**src/rtl/async_tx_pkg.sv**
```systemverilog
package async_tx_pkg;

  localparam int CHAR_MAX_W = 8;

  typedef enum logic [2:0] {
    TX_IDLE,
    TX_START,
    TX_DATA,
    TX_PAR,
    TX_STOP
  } tx_state_e;

  function automatic int unsigned div_ticks(logic [1:0] sel);
    case (sel)
      2'd0:    return 1;
      2'd1:    return 16;
      default: return 64;
    endcase
  endfunction

  // 1.5 stop bits cannot be formed at x1, so that case rounds up to 2
  function automatic int unsigned stop_ticks(logic [1:0] stop_sel, logic [1:0] div_sel);
    int unsigned d;
    d = div_ticks(div_sel);
    case (stop_sel)
      2'd0:    return d;
      2'd1:    return (d == 1) ? 2 : d + d / 2;
      default: return 2 * d;
    endcase
  endfunction

  function automatic logic [CHAR_MAX_W-1:0] char_mask(logic [1:0] sel);
    return {CHAR_MAX_W{1'b1}} >> (2'd3 - sel);
  endfunction

endpackage

```
**src/rtl/async_tx_hold.sv**
```systemverilog
module async_tx_hold #(
  parameter int DATA_W = 8
) (
  input  logic              clk_i,
  input  logic              rst_ni,
  input  logic              wr_i,
  input  logic [DATA_W-1:0] wr_data_i,
  input  logic              take_i,
  output logic              valid_o,
  output logic [DATA_W-1:0] data_o
);

  logic              valid_q;
  logic [DATA_W-1:0] data_q;

  always_ff @(posedge clk_i or negedge rst_ni) begin
    if (!rst_ni) begin
      valid_q <= 1'b0;
      data_q  <= '0;
    end else if (take_i) begin
      valid_q <= 1'b0;
    end else if (wr_i && !valid_q) begin
      valid_q <= 1'b1;
      data_q  <= wr_data_i;
    end
  end

  assign valid_o = valid_q;
  assign data_o  = data_q;


  ignored_wr_chk: assert property (@(posedge clk_i) disable iff (!rst_ni)
    (wr_i && valid_q && !take_i) |=> (valid_q && data_q == $past(data_q)));


  take_valid_chk: assert property (@(posedge clk_i) disable iff (!rst_ni)
    take_i |-> valid_q);

endmodule

```
**src/rtl/async_tx_bitclk.sv**
```systemverilog
module async_tx_bitclk #(
  parameter int LEN_W = 8
) (
  input  logic             clk_i,
  input  logic             rst_ni,
  input  logic             tick_i,
  input  logic             clear_i,
  input  logic [LEN_W-1:0] len_i,
  output logic             done_o
);

  logic [LEN_W-1:0] cnt_q;

  assign done_o = tick_i && !clear_i && (cnt_q == len_i - 1'b1);

  always_ff @(posedge clk_i or negedge rst_ni) begin
    if (!rst_ni)      cnt_q <= '0;
    else if (clear_i) cnt_q <= '0;
    else if (tick_i)  cnt_q <= done_o ? '0 : cnt_q + 1'b1;
  end


  cnt_range_chk: assert property (@(posedge clk_i) disable iff (!rst_ni)
    !clear_i |-> (cnt_q < len_i));

endmodule

```
**src/rtl/async_tx_shift.sv**
```systemverilog
module async_tx_shift
  import async_tx_pkg::*;
#(
  parameter int DATA_W = 8,
  parameter int LEN_W  = 8
) (
  input  logic              clk_i,
  input  logic              rst_ni,
  input  logic              tick_i,
  input  logic              done_i,
  input  logic              hold_valid_i,
  input  logic [DATA_W-1:0] hold_data_i,
  input  logic [1:0]        char_len_i,
  input  logic              par_en_i,
  input  logic              par_odd_i,
  input  logic [1:0]        stop_sel_i,
  input  logic [1:0]        clk_div_i,
  output logic              take_o,
  output logic [LEN_W-1:0]  phase_len_o,
  output logic              busy_o,
  output logic              txd_o
);

  localparam int IDX_W = $clog2(DATA_W);

  tx_state_e         state_q, state_d;
  logic [DATA_W-1:0] sreg_q, sreg_d;
  logic [IDX_W-1:0]  bidx_q, bidx_d;
  logic [1:0]        len_q, stop_q, div_q;
  logic              pen_q, par_q, par_d, txd_q, txd_d, load;
  logic [IDX_W-1:0]  last_idx;

  assign last_idx = IDX_W'(3'd4 + {1'b0, len_q});

  always_comb begin
    state_d = state_q;
    sreg_d  = sreg_q;
    bidx_d  = bidx_q;
    par_d   = par_q;
    load    = 1'b0;
    case (state_q)
      TX_IDLE:  load = hold_valid_i;
      TX_START: if (done_i) begin
        state_d = TX_DATA;
        bidx_d  = '0;
      end
      TX_DATA:  if (done_i) begin
        sreg_d = sreg_q >> 1;
        if (bidx_q == last_idx) state_d = pen_q ? TX_PAR : TX_STOP;
        else                    bidx_d  = bidx_q + 1'b1;
      end
      TX_PAR:   if (done_i) state_d = TX_STOP;
      TX_STOP:  if (done_i) begin
        if (hold_valid_i) load    = 1'b1;
        else              state_d = TX_IDLE;
      end
      default:  state_d = TX_IDLE;
    endcase
    if (load) begin
      state_d = TX_START;
      sreg_d  = hold_data_i;
      par_d   = ^(hold_data_i & DATA_W'(char_mask(char_len_i))) ^ par_odd_i;
    end
    case (state_d)
      TX_START: txd_d = 1'b0;
      TX_DATA:  txd_d = sreg_d[0];
      TX_PAR:   txd_d = par_d;
      default:  txd_d = 1'b1;
    endcase
  end

  always_ff @(posedge clk_i or negedge rst_ni) begin
    if (!rst_ni) begin
      state_q <= TX_IDLE;
      sreg_q  <= '0;
      bidx_q  <= '0;
      par_q   <= 1'b0;
      txd_q   <= 1'b1;
      len_q   <= 2'd3;
      stop_q  <= 2'd0;
      div_q   <= 2'd0;
      pen_q   <= 1'b0;
    end else begin
      state_q <= state_d;
      sreg_q  <= sreg_d;
      bidx_q  <= bidx_d;
      par_q   <= par_d;
      txd_q   <= txd_d;
      if (load) begin
        len_q  <= char_len_i;
        stop_q <= stop_sel_i;
        div_q  <= clk_div_i;
        pen_q  <= par_en_i;
      end
    end
  end

  assign take_o      = load;
  assign busy_o      = (state_q != TX_IDLE);
  assign txd_o       = txd_q;
  assign phase_len_o = (state_q == TX_STOP) ? LEN_W'(stop_ticks(stop_q, div_q))
                                            : LEN_W'(div_ticks(div_q));


  start_low_chk: assert property (@(posedge clk_i) disable iff (!rst_ni)
    $rose(busy_o) |-> !txd_o);


  tick_gate_chk: assert property (@(posedge clk_i) disable iff (!rst_ni)
    (!tick_i && busy_o) |=> $stable(txd_o));

endmodule

```
**src/rtl/async_tx.sv**
```systemverilog
module async_tx
  import async_tx_pkg::*;
#(
  parameter int DATA_W  = CHAR_MAX_W,
  parameter int MAX_DIV = 64,
  localparam int LEN_W  = $clog2(2 * MAX_DIV) + 1
) (
  input  logic              clk_i,
  input  logic              rst_ni,
  input  logic              tick_i,
  input  logic [1:0]        char_len_i,
  input  logic              par_en_i,
  input  logic              par_odd_i,
  input  logic [1:0]        stop_sel_i,
  input  logic [1:0]        clk_div_i,
  input  logic              wr_i,
  input  logic [DATA_W-1:0] wr_data_i,
  output logic              ready_o,
  output logic              empty_o,
  output logic              txd_o
);

  logic              hold_valid, take, busy, done;
  logic [DATA_W-1:0] hold_data;
  logic [LEN_W-1:0]  phase_len;

  async_tx_hold #(.DATA_W(DATA_W)) u_hold (
    .clk_i     (clk_i),
    .rst_ni    (rst_ni),
    .wr_i      (wr_i),
    .wr_data_i (wr_data_i),
    .take_i    (take),
    .valid_o   (hold_valid),
    .data_o    (hold_data)
  );

  async_tx_bitclk #(.LEN_W(LEN_W)) u_bitclk (
    .clk_i   (clk_i),
    .rst_ni  (rst_ni),
    .tick_i  (tick_i),
    .clear_i (!busy),
    .len_i   (phase_len),
    .done_o  (done)
  );

  async_tx_shift #(.DATA_W(DATA_W), .LEN_W(LEN_W)) u_shift (
    .clk_i        (clk_i),
    .rst_ni       (rst_ni),
    .tick_i       (tick_i),
    .done_i       (done),
    .hold_valid_i (hold_valid),
    .hold_data_i  (hold_data),
    .char_len_i   (char_len_i),
    .par_en_i     (par_en_i),
    .par_odd_i    (par_odd_i),
    .stop_sel_i   (stop_sel_i),
    .clk_div_i    (clk_div_i),
    .take_o       (take),
    .phase_len_o  (phase_len),
    .busy_o       (busy),
    .txd_o        (txd_o)
  );

  assign ready_o = !hold_valid;
  assign empty_o = !hold_valid && !busy;


  empty_ready_chk: assert property (@(posedge clk_i) disable iff (!rst_ni)
    empty_o |-> ready_o);


  idle_line_chk: assert property (@(posedge clk_i) disable iff (!rst_ni)
    empty_o |-> txd_o);

endmodule

```
**config.mk**
```make
export PLATFORM = sky130hd
export DESIGN_NAME = async_tx
export DESIGN_NICKNAME = d
export VERILOG_FILES = /design/src/rtl/async_tx_pkg.sv /design/src/rtl/async_tx_hold.sv /design/src/rtl/async_tx_bitclk.sv /design/src/rtl/async_tx_shift.sv /design/src/rtl/async_tx.sv
export SDC_FILE = /design/constraint.sdc
export NUM_CORES = 1
export LEC_CHECK = 0
export ABC_AREA = 1
export BUFFER_PORTS_ARGS = -buffer_cell sky130_fd_sc_hd__clkbuf_2
export CORE_ASPECT_RATIO = 0.7
export CORE_UTILIZATION = 35
export DETAILED_ROUTE_END_ITERATION = 16
export SYNTH_ARGS = -nofsm -noshare
export SYNTH_HDL_FRONTEND = slang
export SYNTH_SLANG_ARGS = --single-unit
```
**constraint.sdc**
```tcl
create_clock -name clk_i -period 2.7 [get_ports clk_i]
set_input_delay 0.405 -clock clk_i [delete_from_list [all_inputs] [get_ports clk_i]]
set_output_delay 0.405 -clock clk_i [all_outputs]
set_load 0.01 [all_outputs]
```
==> impl_metrics.toml, run 1 <==
[synth]
synthTopCellsByArea = "dfrtp_1 36%, nand2_1 9.9%, nand3_1 7.5%, inv_1 5.6%, o21ai_0 3.7%"
syn_inst = 317
yosysTopAreaCellShare_pct = 36.5
synth-edff-count = 0
ys_seq_elements = 40
synth_area_mm2 = 0.00254
synthFlopType = "dfrtp_1"
async_flop_share_pct = 100
syn_nets = 340
yosysUniqueCellTypes = 37
ys_warn_count = 0
syn_area_per_cell_um2 = 8.00
synth_area_leader_cell = "dfrtp_1"
ys_seq_area_share_pct = 39.6

[detailed_routing]
drc = 0
drtAntennaViolNets = 0
wl_per_cell_um = 13.5
drt_wl_total_um = 6210
vias = 2273
dr.first_iter.drc_count = 109
drtPass1Iterations = 5
via_per_inst = 4.95

[global_route]
grt.overflow.total = 0
met2_usage_pct = 25.1
grt_usage_pct = 16.7
gr-usage-met3_pct = 3.13
grt_antenna_before_repair = 0
use_met1_pct = 23.8
grt_pass1_wl_um = 9890
grt_start_max_net_pins = 41
grt-busiest-layer = "met2"
grt_pass1_vias = 2024

[sta]
fin_crit_sh_pct = 94.6
hold_ws_ns = 0.157
setup_viol = 0
final_max_slew_viol_count = 0
hold_viol_final = 0
finClkSkew_ns = 0.00907
timing.fmax_mhz = 392
min_period_ns = 2.55
tightest_slew_ns = 1.03
slew_headroom_pct = 31.4

[critical_path]
path_max_fanout = 7
required_ns = 2.93
cpMaxStageDelayCell = "dfrtp_1"
path_class = "flop to flop"
arrival_ns = 2.79
crit_family = "simple AND/OR/NAND/NOR gates"
crit_buf_inv = 3
rr_worst_depth = 22
worst_path_most_repeated_cell = "nand2_1"
cp.depth = 22
end_kind = "flop"
path_cells = "inv_2, nand2_4, nor2_8, nand2_4, ha_4, inv_2, nand2_1, nand2_2, nor2_2, nand2_1, nor2_2, nand3_2, nor2_4, nand3_4, nand2_8, nand2_8, nand2_2, nand2_2, nand2_1, nand2_1, nand2_1, inv_1"
critical-path-max-stage-delay_ns = 0.42
start_kind = "flop"

[cells_and_area]
num-nets-final = 387
antenna_cells = 0
layout_common_cells = "65 x nand2_1, 37 x inv_1, 37 x nand3_1, 37 x dfrtp_1, 22 x clkbuf_2"
final_common_cell = "nand2_1"
final_cells = 459
drive_gt1_share_pct = 31.8
syn_to_final_growth_pct = 21.7

[power]
worst_ir_drop_vdd_uv = 427
total_power_w = 0.00299
cellLeakagePower_nw = 1.52
power_density_mw_per_mm2 = 968

[cts]
postCtsHoldBufs = 0
cts_buffers = 5
cts_max_path_buffers = 2
cts.clk_slew.worst_paths_ns = 0.09
insertion_delay_ns = 0.30
root_buffer = "clkbuf_8"
h-tree-depth = 2
cts_tree = "done"
clock_sinks = 40

[die]
die_h_um = 73.2
core_mm2 = 0.00688
die_area_mm2 = 0.00760
fp-row-count = 25
die_w_um = 104
io_pins = 23
start_util_pct = 36.9

[place]
gp_congestion = 0.833
numPlacedInstances = 438
dp.final_hpwl_um = 4350
io_buffers = 22

[outcome]
outcome = "finished clean"

[job]
drv_cap = 0

[hold_path]
holdCritPathClass = "primary input to async pin"
==> synth_stat cells, types with 2 or more instances <==
cell,number
nand2_1,67
inv_1,38
nand3_1,38
dfrtp_1,37
o21ai_0,19
nor2_1,18
nand4_1,12
inv_2,8
nor2_2,8
a21oi_1,7
nand2_2,6
a21oi_2,5
mux2_2,5
nand3_2,5
nand2_4,4
xor2_1,4
buf_6,3
dfstp_2,3
ha_1,3
nand3b_1,3
o221ai_2,3
clkbuf_1,2
mux2_4,2
nor3_1,2
o22ai_1,2
xnor2_1,2
==> path summary, 6_finish.rpt <==
check / slack, ns / endpoint / startpoint
max: 0.15 / u_shift.txd_o / u_shift.state_q[0]
max in group asynchronous: 2.15 / u_shift.len_q[1] / rst_ni
max reg2reg: 0.15 / u_shift.txd_o / u_shift.state_q[0]
min: 0.16 / u_bitclk.cnt_q[2] / rst_ni
min reg2reg: 0.50 / u_shift.len_q[1] / u_shift.len_q[1]
min in group clk_i: 0.33 / u_hold.data_o[5] / wr_data_i[5]
==> final cells by class <==
type	count	area, um^2
Multi-Input combinational cell	226	1380
Clock buffer	5	68.8
Clock inverter	3	42.5
Inverter	46	173
Tap cell	94	118
Sequential cell	40	1000
Timing Repair Buffer	45	299
Fill cell	688	3790
==> cell families (layout without fill, tap and decap cells) <==
group           count (synthesis)  count (layout)  synth area share [%]
xor+xnor                        6               6                  2.07
fa+ha+maj                       3               3                  1.48
mux                             7               7                  3.40
buf+inv                        53              99                  8.93
flops                          40              40                  39.6
compound gates                 41              41                  10.6
simple gates                  167             169                  33.9
==> through the flow <==
| step | setup TNS, ns | setup slack, ns | util (%) | cell area, um^2 |
|---|---|---|---|---|
| final | 0 | 0.146 | 44.9 | 3090 |
| after global routing | -0.0871 | -0.0289 | 44.9 | 3090 |
| after CTS | 0 | 0.0208 | 42.3 | 2910 |
| after detailed placement | 0 | 0.0499 | 40.7 | 2800 |
| after global placement | 0 | 0.127 | 40.7 | 2800 |
| after floorplan | 0 | 0.330 | - | 2540 |
==> registers in the layout, summed over array words and instances, names as in the netlist <==
register,flops
u_bitclk.cnt_q,8
u_hold.data_o,8
u_hold.valid_o,1
u_shift.bidx_q,3
u_shift.div_q,2
u_shift.len_q,2
u_shift.par_q,1
u_shift.pen_q,1
u_shift.sreg_q,8
u_shift.state_q,3
u_shift.stop_q,2
u_shift.txd_o,1
==> report_power, final <==
part           leakage [nW]  internal (W)  switching, W  total (W)
combinational         0.981      0.000607      0.000873    0.00148
sequential            0.483      0.000838      0.000166    0.00100
clock                0.0541      0.000274      0.000235   0.000509
total                  1.52       0.00172       0.00127    0.00299
==> what timing repair did <==
item                                    CTS  global route
buffers inserted                          0            11
endpoints found under the setup margin    0            19
gates resized for setup                   0            13
==> metal layers <==
metal  vias up  routed length, um  part of all wire (%)
met1      1081               3130                    50
met3         5                241                   3.9
met4         0                 64                   1.0
met2        40               2770                    45
met5         -                  0                     0
li1       1147                  -                     -
(Power assumes the default switching activity.)
==> run 2: changes to the inputs <==
--- a/config.mk
+++ b/config.mk
@@ -8,8 +8,9 @@
 export ABC_AREA = 1
 export BUFFER_PORTS_ARGS = -buffer_cell sky130_fd_sc_hd__clkbuf_2
 export CORE_ASPECT_RATIO = 0.7
-export CORE_UTILIZATION = 35
+export CORE_UTILIZATION = 40
 export DETAILED_ROUTE_END_ITERATION = 16
+export SKIP_LAST_GASP = 1
 export SYNTH_ARGS = -nofsm -noshare
 export SYNTH_HDL_FRONTEND = slang
 export SYNTH_SLANG_ARGS = --single-unit
==> run 2 against run 1 <==
Net effect:
- die area decreased by 12%
- sequential share of layout area rose by 0.66 points
- utilization up 6.2 points
- largest power group unchanged
- via count decreased by 0.48%
- non-clock buffer count is 3 lower
- clock skew fell by 0.0027 ns
- critical path depth is 5 lower
- combinational power decreased by 3%
- fmax increased by 0.63%
- sequential power is essentially flat
==> impl_metrics.toml, run 2 (synthesis results as in run 1) <==
[detailed_routing]
drt_wl_total_um = 6130
drt-met1-wl_um = 3280
wl_per_cell_um = 14.0
highest_layer = "met4"
vias = 2262
drtAntennaViolNets = 0
dr.first_iter.drc_count = 133
drc = 0
wl_met3_um = 247
via_per_inst = 5.18
drtPass1Iterations = 4
dr_wl_met2_um = 2560

[die]
core_mm2 = 0.00593
io_pins = 23
die_area_mm2 = 0.00667
fp-row-count = 23
die_h_um = 68.6
die_w_um = 97.2
start_util_pct = 42.8

[cts]
cts_buffers = 5
root_buffer = "clkbuf_8"
insertion_delay_ns = 0.29
h-tree-depth = 2
cts.clk_slew.worst_paths_ns = 0.08
cts_max_path_buffers = 2
postCtsHoldBufs = 0
cts_tree = "done"
clock_sinks = 40

[cells_and_area]
drive_gt1_share_pct = 30.9
final_common_cell = "nand2_1"
utilization_pct = 51.1
ff_latch_area_mm2 = 0.00100
num-nets-final = 384
antenna_cells = 0
fillers = 582
layout_common_cells = "63 x nand2_1, 38 x nand3_1, 37 x inv_1, 37 x dfrtp_1, 22 x clkbuf_2"
syn_to_final_growth_pct = 19.3
stdcell_area_mm2 = 0.00303
multi_input_area_mm2 = 0.00138
final_cells = 437

[critical_path]
path_max_fanout = 7
end_kind = "flop"
path_cells = "inv_2, nand2_4, nor2_8, nand2_2, ha_4, inv_2, nand2_1, nand2_1, nor2_1, nand2_1, nor2_2, nand3_1, nor2_2, nand3_4, nand2_8, nand2_8, mux2_4"
critical-path-max-stage-delay_ns = 0.42
arrival_ns = 2.72
crit_path_start = "u_shift.state_q[0]"
cpMaxStageDelayCell = "dfrtp_1"
r2r_start = "u_shift.state_q[0]"
path_class = "flop to flop"
start_kind = "flop"
worst_path_most_repeated_cell = "nand2_1"
rr_worst_depth = 17
required_ns = 2.88

[sta]
hold_ws_ns = 0.168
final_max_slew_viol_count = 0
fin_crit_sh_pct = 94.0
hold_viol_final = 0
min_period_ns = 2.54
rsz0062_at_grt = "true"
setup_viol = 0
tightest_slew_ns = 0.957
timing.fmax_mhz = 394
slew_headroom_pct = 35.9
finClkSkew_ns = 0.00635

[global_route]
grt_start_max_net_pins = 41
grt_pass1_wl_um = 9870
grt_antenna_before_repair = 0
grt_usage_pct = 18.8
grt_pass1_vias = 2032
grt.overflow.total = 0

[power]
cellLeakagePower_nw = 1.49
power_density_mw_per_mm2 = 973
worst_ir_drop_vdd_uv = 592

[place]
gp_congestion = 0.853
dp.final_hpwl_um = 4430
io_buffers = 22
placed_area_mm2 = 0.00277
numPlacedInstances = 418

[hold_path]
holdCritPathClass = "primary input to async pin"

[job]
drv_cap = 0

[outcome]
outcome = "finished clean"
run 2: cell count changes in the layout (fill, tap and decap cells not counted), sizes merged:
| cell | before | now |
|---|---|---|
| clkbuf | 27 | 28 |
| clkinvlp | 1 | 0 |
| buf | 23 | 20 |
run 2: final timing paths:
kind	to	slack, ns
max in group asynchronous	u_shift.txd_o	2.17
worst min register to register	u_shift.len_q[1]	0.50
worst min-delay path	u_bitclk.cnt_q[1]	0.17
min in group clk_i	u_hold.data_o[2]	0.34
worst max register to register	u_shift.sreg_q[0]	0.16
worst max-delay path	u_shift.sreg_q[0]	0.16
run 2: stage by stage:
| step | TNS, ns | worst slack [ns] | power, W |
|---|---|---|---|
| 2_1_floorplan | 0 | 0.330 | 0.00202 |
| 3_3_place_gp | 0 | 0.156 | 0.00229 |
| 3_5_place_dp | 0 | 0.0710 | 0.00232 |
| 4_1_cts | 0 | 0.0483 | 0.00281 |
| 5_1_grt | -0.0525 | -0.0392 | 0.00321 |
| 6_report | 0 | 0.162 | 0.00295 |
run 2: area by class of cell:
cell class / count / area share, %
timing repair buffer: 42 / 8.84
clock buffer: 6 / 2.40
clock inverter: 2 / 1.16
multi-input combinational: 226 / 45.6
inverter: 46 / 5.70
tap: 75 / 3.10
sequential: 40 / 33.2
run 2: routing by layer:
metal / vias up / GRT usage, %
met3: 5 / 3.53
li1: 1136 / -
met4: 0 / 3.92
met5: - / 0
met1: 1073 / 28.2
met2: 48 / 28.2
run 2: what timing repair did:
action / in CTS / in global routing
hold endpoints to repair: 0 / 0
gates resized for setup: 0 / 13
setup buffers: 0 / 9
setup endpoints to repair: 0 / 19
run 2: report_power, final:
group / internal, W / switching [W] / leakage (nW)
Clock: 0.000275 / 0.000215 / 0.0552
Sequential: 0.000837 / 0.000176 / 0.483
Combinational: 0.000581 / 0.000864 / 0.948
run 2: critical path: cells and delay by family (launching register included):
family | cells | cell delay [ns]
fa+ha+maj | 1 | 0.28
buf+inv | 2 | 0.13
flops | 1 | 0.42
mux | 1 | 0.33
simple gates | 13 | 1.27
==> run 3: changes to the inputs <==
--- a/config.mk
+++ b/config.mk
@@ -8,6 +8,7 @@
 export ABC_AREA = 1
 export BUFFER_PORTS_ARGS = -buffer_cell sky130_fd_sc_hd__clkbuf_2
 export CORE_ASPECT_RATIO = 0.7
+export CORE_MARGIN = 2
 export CORE_UTILIZATION = 40
 export DETAILED_ROUTE_END_ITERATION = 16
 export SKIP_LAST_GASP = 1
==> run 3 against run 2 <==
Net effect:
- hold slack better by 0.0054 ns
- largest cell class unchanged
- critical path type unchanged
- via count decreased by 0.66%
- highest routed layer unchanged
- critical path depth shrank 1
==> impl_metrics.toml, run 3 (synthesis results as in run 1) <==
[outcome]
outcome = "finished clean"

[power]
worst_ir_drop_vdd_uv = 449
power_density_mw_per_mm2 = 951
total_power_w = 0.00286
cellLeakagePower_nw = 1.49

[global_route]
grt_antenna_before_repair = 0
gr-usage-met3_pct = 3.66
grt_start_max_net_pins = 41
use_met1_pct = 26.7
grt_usage_pct = 17.8
grt-busiest-layer = "met1"
grt.overflow.total = 0
grt_pass1_wl_um = 9890
met2_usage_pct = 25.8
grt_pass1_vias = 2053

[sta]
timing.fmax_mhz = 397
setup_viol = 0
hold_ws_ns = 0.173
tightest_slew_ns = 1.01
slew_headroom_pct = 32.2
final_max_slew_viol_count = 0
min_period_ns = 2.52
hold_viol_final = 0
fin_crit_sh_pct = 93.2
fin_tns_setup_ns = 0
finClkSkew_ns = 0.00745

[critical_path]
required_ns = 2.89
path_class = "flop to flop"
start_kind = "flop"
arrival_ns = 2.70
end_kind = "flop"
path_max_fanout = 6
r2r_slack_ns = 0.18

[cells_and_area]
utilization_pct = 48.7
antenna_cells = 0
final_common_cell = "nand2_1"
num-nets-final = 381
drive_gt1_share_pct = 30.6
syn_to_final_growth_pct = 18.6
final_cells = 437
layout_common_cells = "64 x nand2_1, 38 x inv_1, 37 x dfrtp_1, 36 x nand3_1, 22 x clkbuf_2"

[hold_path]
holdCritPathClass = "primary input to async pin"

[cts]
cts_buffers = 5
postCtsHoldBufs = 0
h-tree-depth = 2
insertion_delay_ns = 0.30
clock_sinks = 40
cts_tree = "done"
root_buffer = "clkbuf_8"
cts_max_path_buffers = 2
cts.clk_slew.worst_paths_ns = 0.09

[die]
core_mm2 = 0.00619
die_w_um = 99.2
start_util_pct = 41.0
io_pins = 23
fp-row-count = 24
die_h_um = 70.6
die_area_mm2 = 0.00701

[detailed_routing]
drtAntennaViolNets = 0
drc = 0
wl_per_cell_um = 13.9
dr.first_iter.drc_count = 111
drtPass1Iterations = 4
drt_wl_total_um = 6050
vias = 2247
via_per_inst = 5.14

[place]
dp.final_hpwl_um = 4380
gp_congestion = 0.889
numPlacedInstances = 422
io_buffers = 22

[job]
drv_cap = 0
run 3: path summary, 6_finish.rpt:
check / cells after the start / from / to
setup / recovery: 16 / u_shift.div_q[0] / u_shift.sreg_q[0]
hold / removal: 2 / rst_ni / u_bitclk.cnt_q[4]
setup reg to reg: 16 / u_shift.div_q[0] / u_shift.sreg_q[0]
hold reg to reg: 2 / u_shift.par_q / u_shift.par_q
max in group asynchronous: 2 / rst_ni / u_shift.len_q[0]
min in group clk_i: 2 / wr_i / u_hold.valid_o
run 3: stage by stage:
step	worst slack, ns	area, um^2
final	0.183	3010
after global routing	-0.0406	3010
after CTS	0.0388	2870
after detailed placement	0.0636	2780
after global placement	0.170	2780
after floorplan	0.330	2540
run 3: layout make-up:
cell class              count  area (um^2)
clock buffers               5         68.8
clock inverters             3         18.8
fillers                   603         3180
inverters                  46          173
multi-input cells         226         1400
flip-flops and latches     40         1000
well taps                  78         97.6
repair buffers             39          249
run 3: metal layers:
layer | routed length (um) | vias up
met4 | 70 | 0
met3 | 299 | 7
met1 | 3130 | 1053
met2 | 2550 | 52
li1 | - | 1135
met5 | 0 | -
run 3: critical path, stage by stage (launching register included):
cell and delay, ns:
dfrtp_1 0.47, nand2_4 0.10, nor2_4 0.12, nand2_4 0.07, ha_4 0.27, inv_1 0.03, nand2_1 0.05, nand2_1 0.06
nor2_1 0.08, nand2_1 0.06, nor2_2 0.14, nand3_1 0.10, nor2_2 0.16, nand3_4 0.12, nand2_8 0.14, nand2_8 0.08
mux2_4 0.33
run 3: timing repair:
| item | in CTS | in global routing |
|---|---|---|
| gates resized for setup | 0 | 16 |
| endpoints found under the setup margin | 0 | 14 |
| setup buffers | 0 | 5 |
run 3: power by group:
group	internal, W	switching (W)
Sequential	0.000837	0.000181
Clock	0.000180	0.000229
Combinational	0.000571	0.000863
Total	0.00159	0.00127
